### src/rtl/uc_seq_pkg.sv
package uc_seq_pkg;

    localparam int DEF_ADDR_W = 7;
    localparam int DEF_OPC_W  = 4;
    localparam int DEF_CTL_W  = 8;

    localparam logic [7:0] CTL_SCRAMBLE = 8'h5A;

    // Fixed control-store layout
    localparam int FETCH_ADDR  = 0;
    localparam int TAIL_ADDR   = 14;
    localparam int JUMP_A_ADDR = 53;
    localparam int JUMP_A_DEST = 90;
    localparam int JUMP_B_DEST = 13;
    localparam int MAP_OFFSET  = 2;

    typedef enum logic {
        NXT_BRANCH = 1'b0,
        NXT_MAP    = 1'b1
    } nxt_src_e;

    typedef struct packed {
        logic     load;
        nxt_src_e src;
    } seq_ctl_t;

    function automatic logic [31:0] ctl_code(input logic [31:0] addr);
        return addr ^ 32'(CTL_SCRAMBLE);
    endfunction

endpackage

### src/rtl/uc_map.sv
module uc_map
    import uc_seq_pkg::*;
#(
    parameter int ADDR_W = DEF_ADDR_W,
    parameter int OPC_W  = DEF_OPC_W
) (
    input  logic [OPC_W-1:0]  opc,
    output logic [ADDR_W-1:0] start_addr
);
    localparam int LO_W = ADDR_W - OPC_W;

    generate
        if (LO_W > 0) begin : g_pad
            assign start_addr = {opc, LO_W'(MAP_OFFSET)};
        end else begin : g_trunc
            assign start_addr = opc[ADDR_W-1:0];
        end
    endgenerate
endmodule

### src/rtl/uc_store.sv
module uc_store
    import uc_seq_pkg::*;
#(
    parameter int ADDR_W = DEF_ADDR_W,
    parameter int BR_W   = DEF_ADDR_W,
    parameter int CTL_W  = DEF_CTL_W
) (
    input  logic [ADDR_W-1:0] addr,
    output logic [CTL_W-1:0]  ctl,
    output seq_ctl_t          seq,
    output logic [BR_W-1:0]   br
);
    always_comb begin
        ctl = CTL_W'(ctl_code(32'(addr)));
        // Stepping word: select and branch bits carry junk on purpose
        seq = '{load: 1'b0, src: nxt_src_e'(addr[0])};
        br  = ~BR_W'(addr);
        if (addr == ADDR_W'(FETCH_ADDR)) begin
            seq = '{load: 1'b1, src: NXT_MAP};
            br  = '1;
        end else if (addr == ADDR_W'(TAIL_ADDR)) begin
            seq = '{load: 1'b1, src: NXT_MAP};
            br  = BR_W'(5);
        end else if (addr == ADDR_W'(JUMP_A_ADDR)) begin
            seq = '{load: 1'b1, src: NXT_BRANCH};
            br  = BR_W'(JUMP_A_DEST);
        end else if (addr == ADDR_W'(JUMP_A_DEST)) begin
            seq = '{load: 1'b1, src: NXT_BRANCH};
            br  = BR_W'(JUMP_B_DEST);
        end
    end
endmodule

### src/rtl/uc_next.sv
module uc_next
    import uc_seq_pkg::*;
#(
    parameter int ADDR_W = DEF_ADDR_W,
    parameter int BR_W   = DEF_ADDR_W
) (
    input  logic [ADDR_W-1:0] upc,
    input  seq_ctl_t          seq,
    input  logic [BR_W-1:0]   br,
    input  logic [ADDR_W-1:0] start_addr,
    output logic [ADDR_W-1:0] nxt
);
    logic [ADDR_W-1:0] branch_tgt;

    generate
        if (BR_W < ADDR_W) begin : g_narrow
            assign branch_tgt = {upc[ADDR_W-1:BR_W], br};
        end else begin : g_full
            assign branch_tgt = br[ADDR_W-1:0];
        end
    endgenerate

    always_comb begin
        if (!seq.load) begin
            nxt = upc + ADDR_W'(1);
        end else if (seq.src == NXT_MAP) begin
            nxt = start_addr;
        end else begin
            nxt = branch_tgt;
        end
    end
endmodule

### src/rtl/uc_sequencer.sv
module uc_sequencer
    import uc_seq_pkg::*;
#(
    parameter int ADDR_W = DEF_ADDR_W,
    parameter int OPC_W  = DEF_OPC_W,
    parameter int CTL_W  = DEF_CTL_W,
    parameter int BR_W   = ADDR_W
) (
    input  logic              clk,
    input  logic              rst,
    input  logic [OPC_W-1:0]  opcode_in,
    output logic [ADDR_W-1:0] upc_addr,
    output logic [CTL_W-1:0]  ctl_out
);
    logic [ADDR_W-1:0] upc_q;
    logic [ADDR_W-1:0] upc_d;
    logic [OPC_W-1:0]  opc_q;
    logic [ADDR_W-1:0] map_start;
    seq_ctl_t          word_seq;
    logic [BR_W-1:0]   word_br;

    always_ff @(posedge clk) begin
        opc_q <= opcode_in;
        if (rst) begin
            upc_q <= '0;
        end else begin
            upc_q <= upc_d;
        end
    end

    uc_map #(.ADDR_W(ADDR_W), .OPC_W(OPC_W)) u_map (
        .opc        (opc_q),
        .start_addr (map_start)
    );

    uc_store #(.ADDR_W(ADDR_W), .BR_W(BR_W), .CTL_W(CTL_W)) u_store (
        .addr (upc_q),
        .ctl  (ctl_out),
        .seq  (word_seq),
        .br   (word_br)
    );

    uc_next #(.ADDR_W(ADDR_W), .BR_W(BR_W)) u_next (
        .upc        (upc_q),
        .seq        (word_seq),
        .br         (word_br),
        .start_addr (map_start),
        .nxt        (upc_d)
    );

    assign upc_addr = upc_q;
endmodule

### config.mk
export PLATFORM = sky130hd
export DESIGN_NAME = uc_sequencer
export DESIGN_NICKNAME = d
export VERILOG_FILES = /design/src/rtl/uc_seq_pkg.sv /design/src/rtl/uc_map.sv /design/src/rtl/uc_store.sv /design/src/rtl/uc_next.sv /design/src/rtl/uc_sequencer.sv
export SDC_FILE = /design/constraint.sdc
export NUM_CORES = 1
export LEC_CHECK = 0
export ABC_AREA = 1
export BUFFER_PORTS_ARGS = -buffer_cell sky130_fd_sc_hd__buf_2
export CELL_PAD_IN_SITES_DETAIL_PLACEMENT = 1
export CELL_PAD_IN_SITES_GLOBAL_PLACEMENT = 2
export CORE_MARGIN = 4
export CORE_UTILIZATION = 27
export CTS_CLUSTER_DIAMETER = 150
export DETAILED_ROUTE_END_ITERATION = 6
export PLACE_DENSITY_LB_ADDON = 0.08
export SYNTH_ARGS = -nofsm -noshare
export SYNTH_HDL_FRONTEND = slang
export SYNTH_SLANG_ARGS = --single-unit
### constraint.sdc
create_clock -name clk -period 2.6 [get_ports clk]
set_clock_uncertainty 0.05 [all_clocks]
set_input_delay 0.52 -clock clk [delete_from_list [all_inputs] [get_ports clk]]
set_output_delay 0.52 -clock clk [all_outputs]
set_load 0.03 [all_outputs]
Word level (Yosys, flattened, before mapping) --
Index checks and enable logic that the tools add are counted.
Operators by class: add/subtract/negate cells 1, $mul 0, div/mod/pow operators 0, $lt $le $gt $ge 0, equality and inequality tests 3, shifts and indexed selects 0, muxes and demuxes 10, bitwise operators 2, reductions and logical operators 1
Operators with widths (count):
- $mux 7 | 6
- $mux 2 | 4
- $add 7x1->7 const B | 1
- $eq 7x4->1 const B | 1
- $eq 7x6->1 const B | 1
- $eq 7x7->1 const B | 1
- $logic_not 7->1 | 1
- $not 7->7 | 1
- $not 4->4 | 1
Word-level totals: register bits after elaboration 11, bits in latches 0, memory bits (writable) 0, bits in read-only memories 0, input port bits 6, output and inout bits 15, word-level logic and storage cells 19, memories kept 0

Longest topological paths before layout --
Gate-level depths: netlist of the first run.
word-level depth 7, gate-level depth with buffers 10, depth with buffers taken out 10

Hierarchy --
A second synthesis of the first run with hierarchy kept.
Unflattened totals: cell total of the unflattened synthesis 131, area total of the unflattened synthesis 778.2 µm²
Modules (own cells, without submodules):
- uc_sequencer | instances 1, cells an instance 25, area an instance 272.8 µm², seq. area each 220.2 µm²
- uc_next | instances 1, cells an instance 54, area an instance 252.7 µm², seq. area each 0.0 µm²
- uc_store | instances 1, cells an instance 43, area an instance 192.7 µm², seq. area each 0.0 µm²
- uc_map | instances 1, cells an instance 9, area an instance 60.1 µm², seq. area each 0.0 µm²

Worst setup path before layout of the first run --
No wires, ideal clock.
kind flip-flop to flip-flop, start register upc_q[1] (netlist: upc_addr[1]), end register upc_q[4] (netlist: upc_addr[4]), setup time 0.070 ns, arrival 1.654 ns, required time 2.480 ns, setup slack 0.826 ns, cell stages (with the launch flop) 10, path buffers 0, clock period less this slack 1.774 ns, cell sequence dfxtp_1 -> inv_1 -> ha_1 -> nand2_1 -> nor2_1 -> nand2_1 -> nand2_1 -> nor2_2 -> nand3_1 -> a21oi_1
Between the ends: word-level cells in the longest chain between the ends 7, elaborated cells between the ends (all ways) 15, those cells by class add/sub: 1; eq/ne: 3; mux: 10; reduce/logical: 1
RTL lines:
- start: declaration | RTL line uc_sequencer.sv:15 | logic [ADDR_W-1:0] upc_q;
- start signal: assignment | RTL line uc_sequencer.sv:27 | upc_q <= upc_d;
- $eq 7x7->1 | RTL line uc_store.sv:27 | end else if (addr == ADDR_W'(JUMP_A_DEST)) begin
- $mux 7 or $mux 2 (tied branches) | RTL line uc_store.sv:27
- $mux 7 or $mux 2 (tied branches) | RTL line uc_store.sv:24 | end else if (addr == ADDR_W'(JUMP_A_ADDR)) begin
- $mux 7 or $mux 2 (tied branches) | RTL line uc_store.sv:21 | end else if (addr == ADDR_W'(TAIL_ADDR)) begin
- $mux 7 or $mux 2 (tied branches) | RTL line uc_store.sv:18 | if (addr == ADDR_W'(FETCH_ADDR)) begin
- $mux 7 | RTL line uc_next.sv:26 | end else if (seq.src == NXT_MAP) begin
- $mux 7 (*) | RTL line uc_next.sv:24 | if (!seq.load) begin
Mark *: on every way between the ends. The rest lies on a longest branch, timed or not. A chain may end at the register's enable or synchronous reset.

Final worst setup path of the first run --
start register upc_q[3] (netlist: upc_addr[3]), end output ctl_out[3]
Between the ends: word-level cells in the longest chain between the ends 1
RTL lines:
- $not 4->4 (no line)
- end: declaration | RTL line uc_sequencer.sv:13 | output logic [CTL_W-1:0] ctl_out
No other way between the ends.

==> results of run 1 <==
layout make-up:
type                       count  share of cell area [%]
sequential                    11                   31.15
tap                           27                   4.779
inverter                       8                   4.248
clock buffer                   4                   3.717
multi-input combinational     57                   42.65
timing repair buffer          19                   13.45
kinds of logic after synthesis:
| logic type | synth area share (%) |
|---|---|
| other | 0.6205 |
| xor gates and xnor gates | 4.349 |
| buffers and inverters | 13.66 |
| AOI/OAI and AO/OA | 8.282 |
| and+or+nand+nor | 28.37 |
| adders and majority gates | 8.282 |
| DFF | 36.44 |
final timing paths:
path	start	endpoint	slack, ns	cells past startpoint
setup / recovery	upc_addr[3]	ctl_out[3]	0.93	2
hold / removal	opcode_in[0]	opc_q[0]	0.29	1
setup reg to reg	upc_addr[0]	upc_addr[2]	0.97	9
hold reg to reg	opc_q[2]	upc_addr[5]	0.41	2
synth_stat cells:
library cell / n
a211oi_1: 1
nand2_1: 19
dfxtp_1: 11
conb_1: 1
xor2_1: 3
nand2_2: 1
buf_6: 2
inv_1: 8
a21o_1: 1
nand4_1: 1
ha_1: 4
buf_4: 4
nor3_1: 1
nor2_1: 8
a21oi_1: 7
nor2_2: 2
nand3_1: 8
per-layer routing:
layer  vias up  global-route usage, %  wire (um)
li1        290                      -          -
met1       244                  14.06        652
met2        16                  18.92        763
met3         5                  6.294        130
met4         0                  5.208         25
met5         -                      0          0
registers in the layout, summed over array words and instances, names as in the netlist:
| name | cells |
|---|---|
| opc_q | 4 |
| upc_addr | 7 |
worst reg2reg max path: stages, from the launching register on:
cell	delay, ns
dfxtp_1	0.44
inv_1	0.12
ha_1	0.22
nand2_1	0.09
nor2_2	0.05
nand2_2	0.08
nand2_1	0.07
nor2_2	0.19
nand2_1	0.10
a21oi_1	0.16
power by group through the flow:
stage | combinational, W | sequential (W) | clock, W
after global placement | 0.000598 | 0.000312 | 0
final | 0.000587 | 0.000306 | 0.000117
after floorplan | 0.000404 | 0.000364 | 0
after CTS | 0.000600 | 0.000308 | 0.000123
after global routing | 0.000664 | 0.000324 | 0.000135
after detailed placement | 0.000597 | 0.000311 | 0
stage by stage:
step,std cells,total power [W]
floorplan,82,0.0007671
global placement,122,0.0009102
detailed placement,122,0.0009073
CTS,126,0.001031
global route,126,0.001124
finish,126,0.001011
==> flow_summary_export.csv, run 1 <==
group,metric,value,unit
placed_design,place.gp.congestion,0.7916,
worst_setup_path,crit_type,"register to output port",
worst_setup_path,cpPeakStageDelay,0.53,ns
drt,drc,0,
worst_setup_path,critPathMaxFanout,9,
sta,finalCritPeriodShare,64.32,%
sta,tns,0,ns
clock_tree,path_clk_slew,0.07,ns
worst_setup_path,worstPathCellList,"inv_1 -> buf_2",
worst_setup_path,cp_top_family,"flip-flops",
synthesis,yosysUniqueCellTypes,17,
power,vdd_drop_max,0.4566,mV
die,initial_utilization,29.60,%
clock_tree,cts_resized,0,
sta,setup_ws,0.9277,ns
synthesis,syn_nets,92,
power,leakage,0.3545,nW
global_route,grt_usage,12.24,%
sta,slew_violations,0,
die,coreArea,0.002042,mm^2
worst_setup_path,critPathCaptureType,"output port",
die,ios,21,
clock_tree,cts_root_buf,"clkbuf_4",
flow_run,drv_cap,0,
layout,final_util,34.62,%
layout,multi_input_area,301.5,um^2
drt,wl_per_cell,12.47,um
power,combPwrFrac,58.1,%
min_path,hold_path_class,"primary input to register",
sta,min_period,1.672,ns
layout,register_area,220.2,um^2
placed_design,place_hpwl,1.260,mm
global_route,grt_max_degree,11,
clock_tree,htree_levels,1,
clock_tree,clk_latency,0.27,ns
synthesis,synth_top_cell_area_share,36.44,%
placed_design,place_area,680.7,um^2
synthesis,syn_inst,82,
layout,fillers,273,
power,power_switching,0.0005563,W
clock_tree,cts_made_buffers,3,
synthesis,yosysSeqAreaShare,36.44,%
worst_setup_path,start_kind,"register",
die,die_y,55.31,um
power,clkPwrFrac,11.6,%
global_route,grt_overflow_total,0,
layout,drive_above_1_share,25.25,%
drt,first_iter_violations,10,
worst_setup_path,worst-path-buf-inv,2,
drt,first_pass_iters,3,
global_route,grt_pass1_wl,2.891,mm
sta,finalSetupViolCount,0,
layout,final_nets,110,
synthesis,synthTopCellsByArea,"dfxtp_1 (36%), nand2_1 (12%), ha_1 (8.3%)",
clock_tree,cts.sinks,11,
layout,diodes,0,
drt,routed_wl,1.571,mm
sta,holdWs,0.2933,ns
clock_tree,ctsHoldBuffers,0,
synthesis,syn_area_per_cell,7.370,um^2
clock_tree,clockBufferDepth,2,
synthesis,syn_area,604.3,um^2
sta,rsz0062_at_grt,"no",
worst_setup_path,crit_slowest_cell,"dfxtp_1",
worst_setup_path,crit_required,2.03,ns
placed_design,pre_cts_slack,0.9528,ns
die,die-area,0.003059,mm^2
layout,stdcell_area,706.9,um^2
drt,detail-route-antenna-nets,0,
global_route,antenna_found_initial,0,
layout,final_cell_mix,"nand2_1 (19), buf_2 (19), dfxtp_1 (11)",
power,seqPwrFrac,30.3,%
power,switching_share,55.04,%
sta,achievable-frequency,598.0,MHz
die,dieWidth,55.31,um
placed_design,io_buffers,19,
synthesis,ys_ff_latch,11,
worst_setup_path,arrival,1.10,ns
clock_tree,cts_setup_buffers,0,
drt,vias_per_cell,4.405,
power,internal-power,0.0004544,W
synthesis,synth_top_cell_by_area,"dfxtp_1",
sta,finalHoldViolCount,0,
die,rows,16,
layout,syn2layout_area_growth,16.98,%
clock_tree,cts_tree,"built",
status,outcome,"finished, final reports clean",
synthesis,yosys_warnings,0,
power,power.density,1430,mW/mm^2
drt,vias,555,
global_route,grt_pass1_vias,578,
Power figures use the tool's default switching activity.
==> run 2, diff against run 1 <==
- ABC_AREA: 1 -> 0
- CORE_UTILIZATION: 27 -> 28
- clock period: 2.6 -> 1.6 ns (I/O delays scaled with it)
==> run 2 against run 1 <==
  * Count of clock-buffer cells in the layout is the same
  * Worst hold slack lost 0.20 ns
  * Non-clock buffer count grew 7
  * Global-route usage shrank 0.75 points
  * Cell count shrank 7.1%
  * Area after synthesis grew 7.0%
  * Highest routed layer unchanged
==> flow_summary_export.csv, run 2 <==
group,metric,value,unit
synthesis,synth_fa_ha_area_share,7.737,%
worst_setup_path,crit_required,1.72,ns
worst_setup_path,cp_num_cells,6,
synthesis,synth_top_family_by_area,"simple AND/OR/NAND/NOR gates",
layout,fillers,265,
worst_setup_path,crit_slowest_cell,"or3b_1",
global_route,grt_overflow_total,0,
die,die-area,0.003143,mm^2
clock_tree,path_clk_slew,0.07,ns
die,initial_utilization,29.24,%
clock_tree,htree_levels,1,
layout,layout_commonest_cell,"buf_2",
sta,min_period,1.579,ns
worst_setup_path,cp_top_family,"simple AND/OR/NAND/NOR gates",
layout,final_util,39.08,%
synthesis,synth_top_cell_by_area,"dfxtp_1",
synthesis,syn_area_per_cell,9.801,um^2
synthesis,syn_nets,76,
global_route,grt_max_degree,12,
worst_setup_path,critPathCapture,"upc_addr[5]",
synthesis,synthTopCellsByArea,"dfxtp_1 (34%), ha_1 (7.7%), buf_4 (5.8%)",
placed_design,io_buffers,19,
drt,vias_per_cell,4.650,
sta,rsz0062_at_grt,"yes",
drt,vias,544,
synthesis,synthArstFlopShare,0,%
synthesis,yosysUniqueCellTypes,32,
synthesis,synth_top_cell_area_share,34.04,%
flow_run,drv_cap,0,
layout,stdcell_area,864.6,um^2
worst_setup_path,critPathMaxFanout,4,
sta,finalSetupViolCount,0,
die,coreArea,0.002212,mm^2
worst_setup_path,startpoint,"upc_addr[1]",
clock_tree,clk_latency,0.27,ns
worst_setup_path,arrival,1.70,ns
placed_design,place.gp.congestion,0.7205,
worst_setup_path,crit_type,"register to register",
synthesis,syn_area,646.9,um^2
sta,tns,0,ns
layout,largest_reg_flops,7,
clock_tree,cts_made_buffers,3,
die,rows,17,
worst_setup_path,timing.rr.end,"upc_addr[5]",
clock_tree,cts.sinks,11,
synthesis,yosys.area_share.simple,26.11,%
layout,final_cell_mix,"buf_2 (19), dfxtp_1 (6), buf_4 (6), inv_1 (5)",
layout,final_nets,100,
synthesis,synth_compound_area_share,14.12,%
worst_setup_path,cpPeakStageDelay,0.37,ns
worst_setup_path,critPathCaptureType,"register",
clock_tree,cts_tree,"built",
sta,achievable-frequency,633.3,MHz
clock_tree,ctsHoldBuffers,0,
clock_tree,cts_root_buf,"clkbuf_4",
drt,wl_per_cell,14.54,um
drt,routed_wl,1.701,mm
synthesis,synthFlopType,"dfxtp_1",
synthesis,yosysSeqAreaShare,34.04,%
placed_design,place_area,782.0,um^2
power,vdd_drop_max,0.7509,mV
drt,first_pass_iters,2,
synthesis,syn_inst,66,
global_route,grt_pass1_wl,2.766,mm
layout,syn2layout_area_growth,33.66,%
synthesis,synth_enable_flop_cells,0,
synthesis,synth.most_common_cell,"dfxtp_1",
layout,drive_above_1_share,55.06,%
status,outcome,"finished, final reports clean",
drt,drc,0,
sta,finalCritPeriodShare,98.70,%
drt,first_iter_violations,10,
sta,finalHoldViolCount,0,
synthesis,ys_top_cells_by_count,"dfxtp_1 (11), inv_1 (6), buf_4 (5)",
worst_setup_path,reg2reg_depth,6,
die,die_y,56.07,um
drt,detail-route-antenna-nets,0,
worst_setup_path,worst-path-buf-inv,1,
die,dieWidth,56.07,um
min_path,hold_path_class,"primary input to register",
global_route,grt_pass1_vias,538,
synthesis,synth_xor_area_share,4.062,%
global_route,grt_usage,11.49,%
synthesis,ys_ff_latch,11,
layout,diodes,0,
sta,slew_violations,0,
power,power.density,2060,mW/mm^2
worst_setup_path,worstPathCellList,"clkinvlp_4 -> ha_2 -> nor4b_4 -> o21ai_4 -> or3b_1 -> o41ai_1",
clock_tree,clockBufferDepth,2,
worst_setup_path,start_kind,"register",
worst_setup_path,rrSetupSlack,0.02,ns
power,leakage,0.3674,nW
worst_setup_path,r2r_start,"upc_addr[1]",
placed_design,place_hpwl,1.226,mm
die,ios,21,
synthesis,synthMuxAreaShare,1.547,%
synthesis,yosys_warnings,0,
global_route,antenna_found_initial,0,
run 2: metrics by stage:
step	std cells	power [W]	hold slack (ns)	worst slack, ns
2_1_floorplan	66	0.001216	0.2977	-0.03583
3_3_place_gp	111	0.001461	0.3724	-0.05615
3_5_place_dp	111	0.001463	0.3741	-0.01570
4_1_cts	117	0.001777	0.08287	-0.02065
5_1_grt	117	0.001911	0.07134	-0.05046
6_report	117	0.001781	0.09036	0.02088
run 2: power breakdown:
part	leakage, nW	total, W	switching [W]	internal [W]
clock	0.0150	0.000200	0.000103	0.0000967
combinational	0.259	0.00108	0.000629	0.000451
sequential	0.0938	0.000501	0.000134	0.000367
run 2: cell families (layout without fill, tap and decap cells):
logic type / after synthesis / after routing
compound gates: 11 / 11
xor+xnor: 3 / 3
fa+ha+maj: 4 / 4
buf+inv: 13 / 36
flops: 11 / 11
mux: 1 / 1
other cells: 1 / 1
simple gates: 22 / 22
run 2: final cells by class:
type	count	area (um^2)	share of cell area, %
sequential	11	231.5	26.77
clock buffer	4	26.28	3.039
multi-input combinational	42	394.1	45.59
timing repair buffer	26	151.4	17.51
inverter	6	26.28	3.039
tap	28	35.03	4.052
run 2: how the worst min path moves through the flow:
stage                     to  cells past startpoint  slack [ns]          from
finish              opc_q[0]                      1        0.09  opcode_in[0]
global route        opc_q[3]                      1        0.07  opcode_in[3]
CTS                 opc_q[3]                      1        0.08  opcode_in[3]
detailed placement  opc_q[3]                      1        0.37  opcode_in[3]
global placement    opc_q[3]                      1        0.37  opcode_in[3]
floorplan           opc_q[0]                      0        0.30  opcode_in[0]
run 2: routing by layer:
layer  share of wire [%]  global-route usage (%)  vias up
met4                 2.4                   6.102        0
met3                 5.9                   2.784        5
met2                  45                   18.20       19
met5                   0                       0        -
met1                  47                   14.19      250
li1                    -                       -      270
run 2: worst reg2reg max path: stages (launching register included):
cell	delay, ns
dfxtp_4	0.36
clkinvlp_4	0.08
ha_2	0.16
nor4b_4	0.27
o21ai_4	0.11
or3b_1	0.38
o41ai_1	0.07
run 2: repair_timing:
item	in CTS	in global routing
pin swaps	1	2
hold endpoints to repair	0	0
setup endpoints to repair	5	7
setup buffers	2	0
resized for setup	2	6
